<file path="config.mk">
export PLATFORM = sky130hd
export DESIGN_NAME = rxfifo_pause_ctrl
export DESIGN_NICKNAME = d
export VERILOG_FILES = /design/src/rtl/pause_wm_pkg.sv /design/src/rtl/pause_wm_compare.sv /design/src/rtl/pause_quanta_timer.sv /design/src/rtl/rxfifo_pause_ctrl.sv
export SDC_FILE = /design/constraint.sdc
export NUM_CORES = 1
export LEC_CHECK = 0
export ABC_AREA = 1
export BUFFER_PORTS_ARGS = -buffer_cell sky130_fd_sc_hd__buf_2
export CAP_MARGIN = 15
export CORE_MARGIN = 5
export CORE_UTILIZATION = 49
export CTS_CLUSTER_SIZE = 20
export DETAILED_ROUTE_END_ITERATION = 8
export PLACE_DENSITY = 0.78
export SLEW_MARGIN = 5
export SYNTH_ARGS = -nofsm -noshare
export SYNTH_HDL_FRONTEND = slang
export SYNTH_SLANG_ARGS = --single-unit
</file>
<file path="constraint.sdc">
create_clock -name clk_i -period 2.2 [get_ports clk_i]
set_clock_uncertainty 0.15 [all_clocks]
set_input_delay 0.11 -clock clk_i [delete_from_list [all_inputs] [get_ports clk_i]]
set_output_delay 0.11 -clock clk_i [all_outputs]
set_load 0.02 [all_outputs]
</file>
<file path="src/rtl/pause_wm_pkg.sv">
package pause_wm_pkg;
  localparam int unsigned QUANTA_W = 16;
  localparam logic [QUANTA_W-1:0] DEFAULT_QUANTA = 16'hF000;
  localparam int unsigned WM_UNIT_SHIFT = 3;  // 8-byte threshold granularity
endpackage

</file>
<file path="src/rtl/pause_wm_compare.sv">
module pause_wm_compare
  import pause_wm_pkg::*;
#(
  parameter int unsigned FILL_W = 16,
  parameter int unsigned WM_W   = 13
) (
  input  logic [FILL_W-1:0] fill_i,
  input  logic [WM_W-1:0]   lwm_i,
  input  logic [WM_W-1:0]   hwm_i,
  output logic              at_hwm_o,
  output logic              below_lwm_o,
  output logic              hwm_set_o
);
  localparam int unsigned SW  = WM_W + WM_UNIT_SHIFT;
  localparam int unsigned CMP_W = (FILL_W > SW) ? FILL_W : SW;

  logic [CMP_W-1:0] fill_x, lwm_x, hwm_x;

  assign fill_x = CMP_W'(fill_i);
  assign lwm_x  = CMP_W'({lwm_i, {WM_UNIT_SHIFT{1'b0}}});
  assign hwm_x  = CMP_W'({hwm_i, {WM_UNIT_SHIFT{1'b0}}});

  assign at_hwm_o    = fill_x >= hwm_x;
  assign below_lwm_o = fill_x < lwm_x;
  assign hwm_set_o   = |hwm_i;
endmodule

</file>
<file path="src/rtl/pause_quanta_timer.sv">
module pause_quanta_timer
  import pause_wm_pkg::*;
#(
  parameter int unsigned CLK_PER_QUANTUM = 8
) (
  input  logic                clk_i,
  input  logic                rst_ni,
  input  logic                restart_i,
  input  logic [QUANTA_W-1:0] half_i,   // refresh point in quanta, >= 1
  output logic                due_o
);
  localparam int unsigned PW = (CLK_PER_QUANTUM > 1) ? $clog2(CLK_PER_QUANTUM) : 1;

  logic                wrap;
  logic [QUANTA_W-1:0] qcnt_q;

  generate
    if (CLK_PER_QUANTUM > 1) begin : g_presc
      logic [PW-1:0] presc_q;
      assign wrap = presc_q == PW'(CLK_PER_QUANTUM - 1);
      always_ff @(posedge clk_i or negedge rst_ni) begin
        if (!rst_ni)         presc_q <= '0;
        else if (restart_i)  presc_q <= '0;
        else if (wrap)       presc_q <= '0;
        else                 presc_q <= presc_q + 1'b1;
      end
    end else begin : g_no_presc
      assign wrap = 1'b1;
    end
  endgenerate

  always_ff @(posedge clk_i or negedge rst_ni) begin
    if (!rst_ni)         qcnt_q <= '0;
    else if (restart_i)  qcnt_q <= '0;
    else if (wrap)       qcnt_q <= qcnt_q + 1'b1;
  end

  assign due_o = wrap && (qcnt_q == half_i - 1'b1);
endmodule

</file>
<file path="src/rtl/rxfifo_pause_ctrl.sv">
module rxfifo_pause_ctrl
  import pause_wm_pkg::*;
#(
  parameter int unsigned FILL_W          = 16,
  parameter int unsigned WM_W            = 13,
  parameter int unsigned CLK_PER_QUANTUM = 8
) (
  input  logic                clk_i,
  input  logic                rst_ni,
  input  logic [FILL_W-1:0]   fill_bytes_i,
  input  logic [WM_W-1:0]     lwm_i,
  input  logic [WM_W-1:0]     hwm_i,
  input  logic                tx_pause_en_i,
  input  logic [QUANTA_W-1:0] quanta_i,
  output logic                pause_req_o,
  output logic                resume_req_o,
  output logic [QUANTA_W-1:0] pause_quanta_o
);
  logic                at_hwm, below_lwm, hwm_set, fc_on;
  logic                paused_q, due;
  logic                fire_pause, fire_resume;
  logic [QUANTA_W-1:0] eff_quanta, half_quanta;

  pause_wm_compare #(.FILL_W(FILL_W), .WM_W(WM_W)) u_cmp (
    .fill_i      (fill_bytes_i),
    .lwm_i       (lwm_i),
    .hwm_i       (hwm_i),
    .at_hwm_o    (at_hwm),
    .below_lwm_o (below_lwm),
    .hwm_set_o   (hwm_set)
  );

  assign eff_quanta  = (quanta_i == '0) ? DEFAULT_QUANTA : quanta_i;
  assign half_quanta = (eff_quanta[QUANTA_W-1:1] == '0) ? QUANTA_W'(1)
                                                        : {1'b0, eff_quanta[QUANTA_W-1:1]};

  pause_quanta_timer #(.CLK_PER_QUANTUM(CLK_PER_QUANTUM)) u_tmr (
    .clk_i     (clk_i),
    .rst_ni    (rst_ni),
    .restart_i (fire_pause),
    .half_i    (half_quanta),
    .due_o     (due)
  );

  assign fc_on = hwm_set && tx_pause_en_i;

  // resume outranks refresh when both fall due
  always_comb begin
    fire_resume = fc_on && paused_q && below_lwm;
    fire_pause  = fc_on && ((!paused_q && at_hwm) ||
                            (paused_q && !below_lwm && due));
  end

  always_ff @(posedge clk_i or negedge rst_ni) begin
    if (!rst_ni) begin
      paused_q       <= 1'b0;
      pause_req_o    <= 1'b0;
      resume_req_o   <= 1'b0;
      pause_quanta_o <= '0;
    end else begin
      pause_req_o  <= fire_pause;
      resume_req_o <= fire_resume;
      if (!fc_on)           paused_q <= 1'b0;
      else if (fire_pause)  paused_q <= 1'b1;
      else if (fire_resume) paused_q <= 1'b0;
      if (fire_pause)       pause_quanta_o <= eff_quanta;
      else if (fire_resume) pause_quanta_o <= '0;
    end
  end
endmodule

</file>
==> results of run 1 <==
-- kinds of logic (layout without fill, tap and decap cells) --
kind of cell               count (synthesis)  after routing
and+or+nand+nor                          229            230
buffers and inverters                     80            214
DFF                                       38             38
AOI/OAI and AO/OA                         33             33
adders and majority gates                 29             29
xor gates and xnor gates                  27             27
-- worst register-to-register path, cell delays in order, from the launching register on --
cell	delay [ns]
dfrtp_1	0.39
ha_1	0.17
ha_1	0.17
clkinv_1	0.11
nor3_1	0.19
nand2_1	0.09
nor2_1	0.16
nand3_2	0.14
a21boi_4	0.28
buf_8	0.19
nand2_1	0.08
nand2_1	0.08
-- what timing repair did --
| item | in CTS | in global routing |
|---|---|---|
| buffers inserted | 4 | 1 |
| hold endpoints to repair | 40 | 1 |
| gates cloned | 2 | 1 |
| resized for setup | 11 | 37 |
| endpoints found under the setup margin | 37 | 37 |
| hold buffers | 3 | 1 |
| pin swaps | 7 | 18 |
-- area by class of cell --
class,count,area (µm²)
multi-input combinational,319,2000
fill,483,1960
sequential,38,951
timing repair buffer,132,867
inverter,74,278
tap,77,96.3
clock buffer,7,86.3
clock inverter,1,5.00
-- sequential cells by signal, indices dropped and copies added, names as in the netlist --
signal                 flops
pause_quanta_o            16
u_tmr.qcnt_q              16
u_tmr.g_presc.presc_q      3
pause_req_o                1
paused_q                   1
resume_req_o               1
-- routing by layer --
layer  part of all wire, %  track usage, %  wire (µm)  vias to the layer above
met1                    42            27.1       3690                     1532
met4                   1.6            4.87        144                        0
li1                      -               -          -                     1656
met5                     0               0          0                        -
met3                   5.2            3.04        456                       19
met2                    51            37.6       4490                      111
-- worst paths after layout --
| kind | start | endpoint | slack, ns | depth (start not counted) |
|---|---|---|---|---|
| min in group asynchronous | rst_ni | pause_quanta_o[15] | 0.32 | 2 |
| worst max-delay path | quanta_i[3] | pause_quanta_o[5] | -0.33 | 21 |
| worst min-delay path | quanta_i[2] | pause_quanta_o[2] | 0.005 | 4 |
| worst max register to register | u_tmr.g_presc.presc_q[0] | pause_quanta_o[5] | -0.06 | 11 |
| max in group asynchronous | rst_ni | u_tmr.qcnt_q[13] | 1.05 | 2 |
| worst min register to register | u_tmr.g_presc.presc_q[0] | u_tmr.g_presc.presc_q[0] | 0.33 | 1 |
-- placed cells by master (no fill, tap or decap), types with 5 or more instances in the layout --
cell,instances
nor2_1,44
inv_1,68
nor2_4,5
clkbuf_8,6
o21ai_0,8
nor2_2,7
nand3_1,33
a21oi_1,17
nand2_1,83
nor3_1,7
nand2_4,11
buf_6,5
ha_1,28
dfrtp_1,38
buf_2,74
nor4_1,5
xor2_1,14
xnor2_1,11
nand4_1,12
buf_4,46
nand2_2,16
-- power groups by stage --
| stage | logic, mW | clock network [mW] | registers (mW) |
|---|---|---|---|
| 3_3_place_gp | 0.770 | 0 | 0.908 |
| 4_1_cts | 0.833 | 0.501 | 0.899 |
| 3_5_place_dp | 0.795 | 0 | 0.912 |
| 6_report | 0.865 | 0.498 | 0.902 |
| 2_1_floorplan | 0.361 | 0 | 1.00 |
| 5_1_grt | 0.966 | 0.529 | 0.918 |
-- cells in the mapped netlist, drive strengths merged --
| cell type | n |
|---|---|
| a21boi | 1 |
| a21o | 2 |
| a21oi | 17 |
| a31o | 1 |
| a41oi | 1 |
| and2 | 1 |
| and3 | 2 |
| buf | 5 |
| clkbuf | 1 |
| clkinv | 2 |
| dfrtp | 38 |
| ha | 29 |
| inv | 72 |
| nand2 | 109 |
| nand3 | 34 |
| nand4 | 13 |
| nor2 | 56 |
| nor3 | 7 |
| nor4 | 5 |
| o211ai | 1 |
| o21ai | 9 |
| o221ai | 1 |
| or2 | 2 |
| xnor2 | 11 |
| xor2 | 16 |
-- per-stage QoR --
step           TNS [ns]  cell area [µm²]
3_3_place_gp     -16.62             3960
5_1_grt          -13.78             4280
6_report          -9.59             4280
4_1_cts           -2.61             4170
3_5_place_dp     -18.50             3960
2_1_floorplan     -9.55             3160
==> results.tsv, run 1 <==
metric	value	unit
overflow	0	
ctsRootBufferMaster	clkbuf_8	
worstPathRequired	2.28	ns
grt_pass1_vias	2988	
final_util	68.6	%
dieArea	8010	µm²
syn_avg_cell_area	7.11	µm²
critPathLaunchType	input port	
antenna_found_initial	0	
power_frac_seq	39.8	%
clkLatencyLatePin	0.29	ns
max_freq	396	MHz
drc	0	
cts_buffers	5	
antenna_cells	0	
fp-row-count	29	
p_leak	2.39	nW
cp.arrival	2.60	ns
cts_max_path_buffers	2	
ys_types	35	
die_h	89.5	µm
synth_nets	526	
ys_top_cells_by_area	dfrtp_1 (31%), nand2_1 (13%), ha_1 (12%)	
dp.cells	631	
path_class	in2reg	
vias	3318	
synth_warnings	0	
cpMostUsedCell	nand2_1	
drt_wl_total	8.79	mm
crit_fanout	8	
hold_viol_final	0	
firstDrtPassIters	5	
p_total	2.26	mW
path_clk_slew	0.07	ns
ys_seq_area_share	30.7	%
slew_headroom	44.1	%
layout_min_cycle_time	2.53	ns
ir_worst_vdd	0.589	mV
cp_cell_sequence	buf_6 > nor2_1 > nand2_1 > nor2_2 > nand4_4 > nand2_2 > inv_2 > ha_4 > nand2_4 > nor2_4 > buf_4 > xnor2_1 > a21o_1 > inv_1 > nand4_1 > nor2_2 > nand3_2 > a21boi_4 > buf_8 > nand2_1 > nand2_1	
hpwl	6.36	mm
cpMaxStageDelayCell	a21boi_4	
io_pins	79	
slowest_delay	0.28	ns
cts_tree	done	
yosys.area_share.simple	32.8	%
initial_core_util	49.6	%
finalCritPeriodShare	115	%
hold_ws	0.00545	ns
violations	negative setup slack	
grt.total_usage	21.2	%
drtIter0Drc	203	
outcome	finished, violations left	
syn_area	3100	µm²
core	6240	µm²
tightestPinTransition	0.839	ns
area_growth_syn_to_layout	38.2	%
power.clock.fraction	22.0	%
power_switching	825	µW
gp_congestion	0.912	
instances_no_fill	648	
netlist_instances	436	
slew_violations	0	
cellPowerDensity	529	nW/µm²
drive_above_1_share	32.9	%
synthXorXnorAreaFrac	8.12	%
maxCapViolCount	0	
post-synth-top-area-cell	dfrtp_1	
die_x	89.5	µm
p_int	1.44	mW
synth_compound_area_share	6.38	%
io_buffers	78	
endpoint_kind	flop	
setup_slack	-0.325	ns
rsz0062_at_grt	yes	
p_comb_share	38.2	%
routedWlPerCell	13.6	µm
hold_class	in2reg	
grt_max_degree	39	
preCtsSetupSlack	-0.552	ns
grt_pass1_wl	13.3	mm
routed_via_density	5.12	
setup_viol	37	
synth_seq_cells	38	
switching_share	36.4	%
critPathTopFamily	simple AND/OR/NAND/NOR gates	
clock_sinks	38	
finalNetCount	660	
synthAdderAreaFrac	11.7	%
crit_buf_inv	5	
synth_top_family_by_area	simple AND/OR/NAND/NOR gates	
antenna_left	0	
muxShareOfSynthArea	0	%
synth_top_area_share	30.7	%
htreeDepth	2	
(Power assumes the default switching activity.)
==> run 2, diff against run 1 <==
--- a/config.mk
+++ b/config.mk
@@ -9,10 +9,10 @@
 export BUFFER_PORTS_ARGS = -buffer_cell sky130_fd_sc_hd__buf_2
 export CAP_MARGIN = 15
 export CORE_MARGIN = 5
-export CORE_UTILIZATION = 49
+export CORE_UTILIZATION = 45
 export CTS_CLUSTER_SIZE = 20
 export DETAILED_ROUTE_END_ITERATION = 8
-export PLACE_DENSITY = 0.78
+export PLACE_DENSITY = 0.72
 export SLEW_MARGIN = 5
 export SYNTH_ARGS = -nofsm -noshare
 export SYNTH_HDL_FRONTEND = slang
==> run 2 against run 1 <==
- the run still ends with negative setup slack left
- count of clock-buffer cells in the layout unchanged
- non-clock buffer count up 20
- utilization shrank 1.3 points
- combinational power increased by 9.1%
- critical path depth rose by 2
- first-iteration DRC count down 18%
- largest power group is now combinational cells
==> results.tsv, run 2 (synthesized netlist as in run 1, its figures left out) <==
metric	value	unit
outcome	finished, violations left	
violations	negative setup slack	
io_pins	79	
clkLatencyLatePin	0.29	ns
cp_cell_sequence	buf_8 > nor2_4 > inv_2 > nor2_2 > nand2_2 > nand4_4 > nand2_2 > inv_2 > ha_4 > nand2_4 > nor2_4 > nand2_4 > nor2_4 > buf_6 > xor2_1 > nand4_1 > nor2_2 > nand3_2 > buf_6 > nand2_8 > nand2_8 > nand3_4 > nand2_2	
antenna_found_initial	0	
cts_buffers	5	
crit_buf_inv	5	
critPathLaunchType	input port	
slew_headroom	38.9	%
hold_class	in2reg	
cellPowerDensity	509	nW/µm²
cpMaxStageDelayCell	xor2_1	
ir_worst_vdd	0.238	mV
min_to	pause_quanta_o[2]	
core	6760	µm²
worst_r2r_endpoint	u_tmr.qcnt_q[15]	
preCtsSetupSlack	-0.597	ns
hold_depth	4	
cts_max_path_buffers	2	
clock_sinks	38	
setup_slack	-0.279	ns
crit_fanout	5	
cts_tree	done	
antenna_left	0	
worstPathRequired	2.23	ns
finalCritPeriodShare	113	%
routed_via_density	5.06	
path_clk_slew	0.08	ns
grt_pass1_wl	15.8	mm
critPathTopFamily	simple AND/OR/NAND/NOR gates	
gp_congestion	0.850	
final_area	4550	µm²
max_freq	403	MHz
reg2reg_from	u_tmr.g_presc.presc_q[0]	
rsz0062_at_grt	yes	
antenna_cells	0	
instances_no_fill	671	
r2r_slack	-0.13	ns
io_buffers	78	
fp-row-count	30	
die_x	93.0	µm
grt_pass1_vias	3531	
htreeDepth	2	
place_area	3980	µm²
drtIter0Drc	167	
die_h	93.0	µm
reg_top3	pause_quanta_o (16), u_tmr.qcnt_q (16), u_tmr.g_presc.presc_q (3)	
worst_r2r_path_depth	9	
p_leak	2.48	nW
slowest_delay	0.16	ns
grt.total_usage	22.5	%
endpoint_kind	flop	
overflow	0	
hold_viol_final	0	
tightestPinTransition	0.916	ns
setup_viol	37	
drive_above_1_share	36.2	%
maxCapViolCount	0	
hp-start	quanta_i[2]	
drc	0	
dp.cells	636	
initial_core_util	45.9	%
drt_wl_total	9.17	mm
area_growth_syn_to_layout	46.7	%
firstDrtPassIters	4	
routedWlPerCell	13.7	µm
vias	3395	
ctsRootBufferMaster	clkbuf_8	
slew_violations	0	
grt_max_degree	39	
finalNetCount	681	
final_util	67.3	%
final_cell_mix	nand2_1 (92), buf_2 (72), inv_1 (68)	
layout_min_cycle_time	2.48	ns
path_class	in2reg	
p_total	2.31	mW
dieArea	8640	µm²
hpwl	6.35	mm
layout_commonest_cell	nand2_1	
cp.arrival	2.51	ns
==> run 2: cell types whose count changed in the layout (fill, tap and decap cells not counted), moves of 2 or more <==
cell     before  now
nand3_2       1   15
buf_6         5    9
nand2_2      16   10
buf_2        74   72
nor2_1       44   46
nand3_4       0    2
nand2_1      83   92
nand3_1      33   17
buf_4        46   65
nand2_8       0    4
nand2_4      11    5
==> run 2: what timing repair did <==
action / CTS / global route
endpoints found under the setup margin: 37 / 37
cloned: 4 / 0
pin swaps: 23 / 5
setup buffers: 22 / 1
gates resized for setup: 52 / 10
endpoints found under the hold margin: 40 / 0
hold buffers: 3 / 0
==> run 2: how the worst max path moves through the flow <==
stage / from / end / slack, ns / cells after the start
after floorplan: quanta_i[2] / u_tmr.qcnt_q[0] / -0.29 / 21
after global placement: quanta_i[2] / pause_quanta_o[3] / -0.51 / 23
after detailed placement: quanta_i[2] / pause_quanta_o[15] / -0.60 / 23
after CTS: quanta_i[1] / pause_quanta_o[15] / -0.14 / 23
after global routing: quanta_i[1] / u_tmr.qcnt_q[6] / -0.41 / 22
final: quanta_i[1] / pause_quanta_o[4] / -0.28 / 23
==> run 2: layout make-up <==
class                      instances  area [µm²]
clock buffer                       7        76.3
sequential                        38         951
tap                               80         100
inverter                          74         278
fill                             526        2210
timing repair buffer             152        1040
multi-input combinational        320        2100
==> run 2: where the power goes <==
| group | switching [mW] | internal, mW | total (mW) |
|---|---|---|---|
| clock network | 0.233 | 0.218 | 0.451 |
| registers | 0.0944 | 0.824 | 0.918 |
| logic | 0.530 | 0.414 | 0.944 |
| total | 0.857 | 1.46 | 2.31 |
==> run 2: metrics by stage <==
stage / hold WS (ns) / TNS [ns]
2_1_floorplan: -0.336 / -9.55
3_3_place_gp: 0.105 / -17.58
3_5_place_dp: 0.113 / -20.03
4_1_cts: 0.00302 / -4.40
5_1_grt: 0.0159 / -14.25
6_report: 0.0139 / -9.14
==> run 2: routing by layer <==
layer,up-vias,global-route usage [%],wire length [µm]
li1,1694,-,-
met1,1583,26.9,3720
met2,99,41.6,4810
met3,19,2.98,472
met4,0,6.47,160
met5,-,0,0
==> run 2: worst reg2reg max path, cell delays in order, from the launching register on <==
cell and delay, ns:
dfrtp_1 0.40, ha_1 0.16, ha_1 0.18, clkinv_1 0.11
buf_4 0.19, nor4_1 0.42, and3_1 0.27, nand4_1 0.12
xor2_1 0.16, nor2_1 0.10
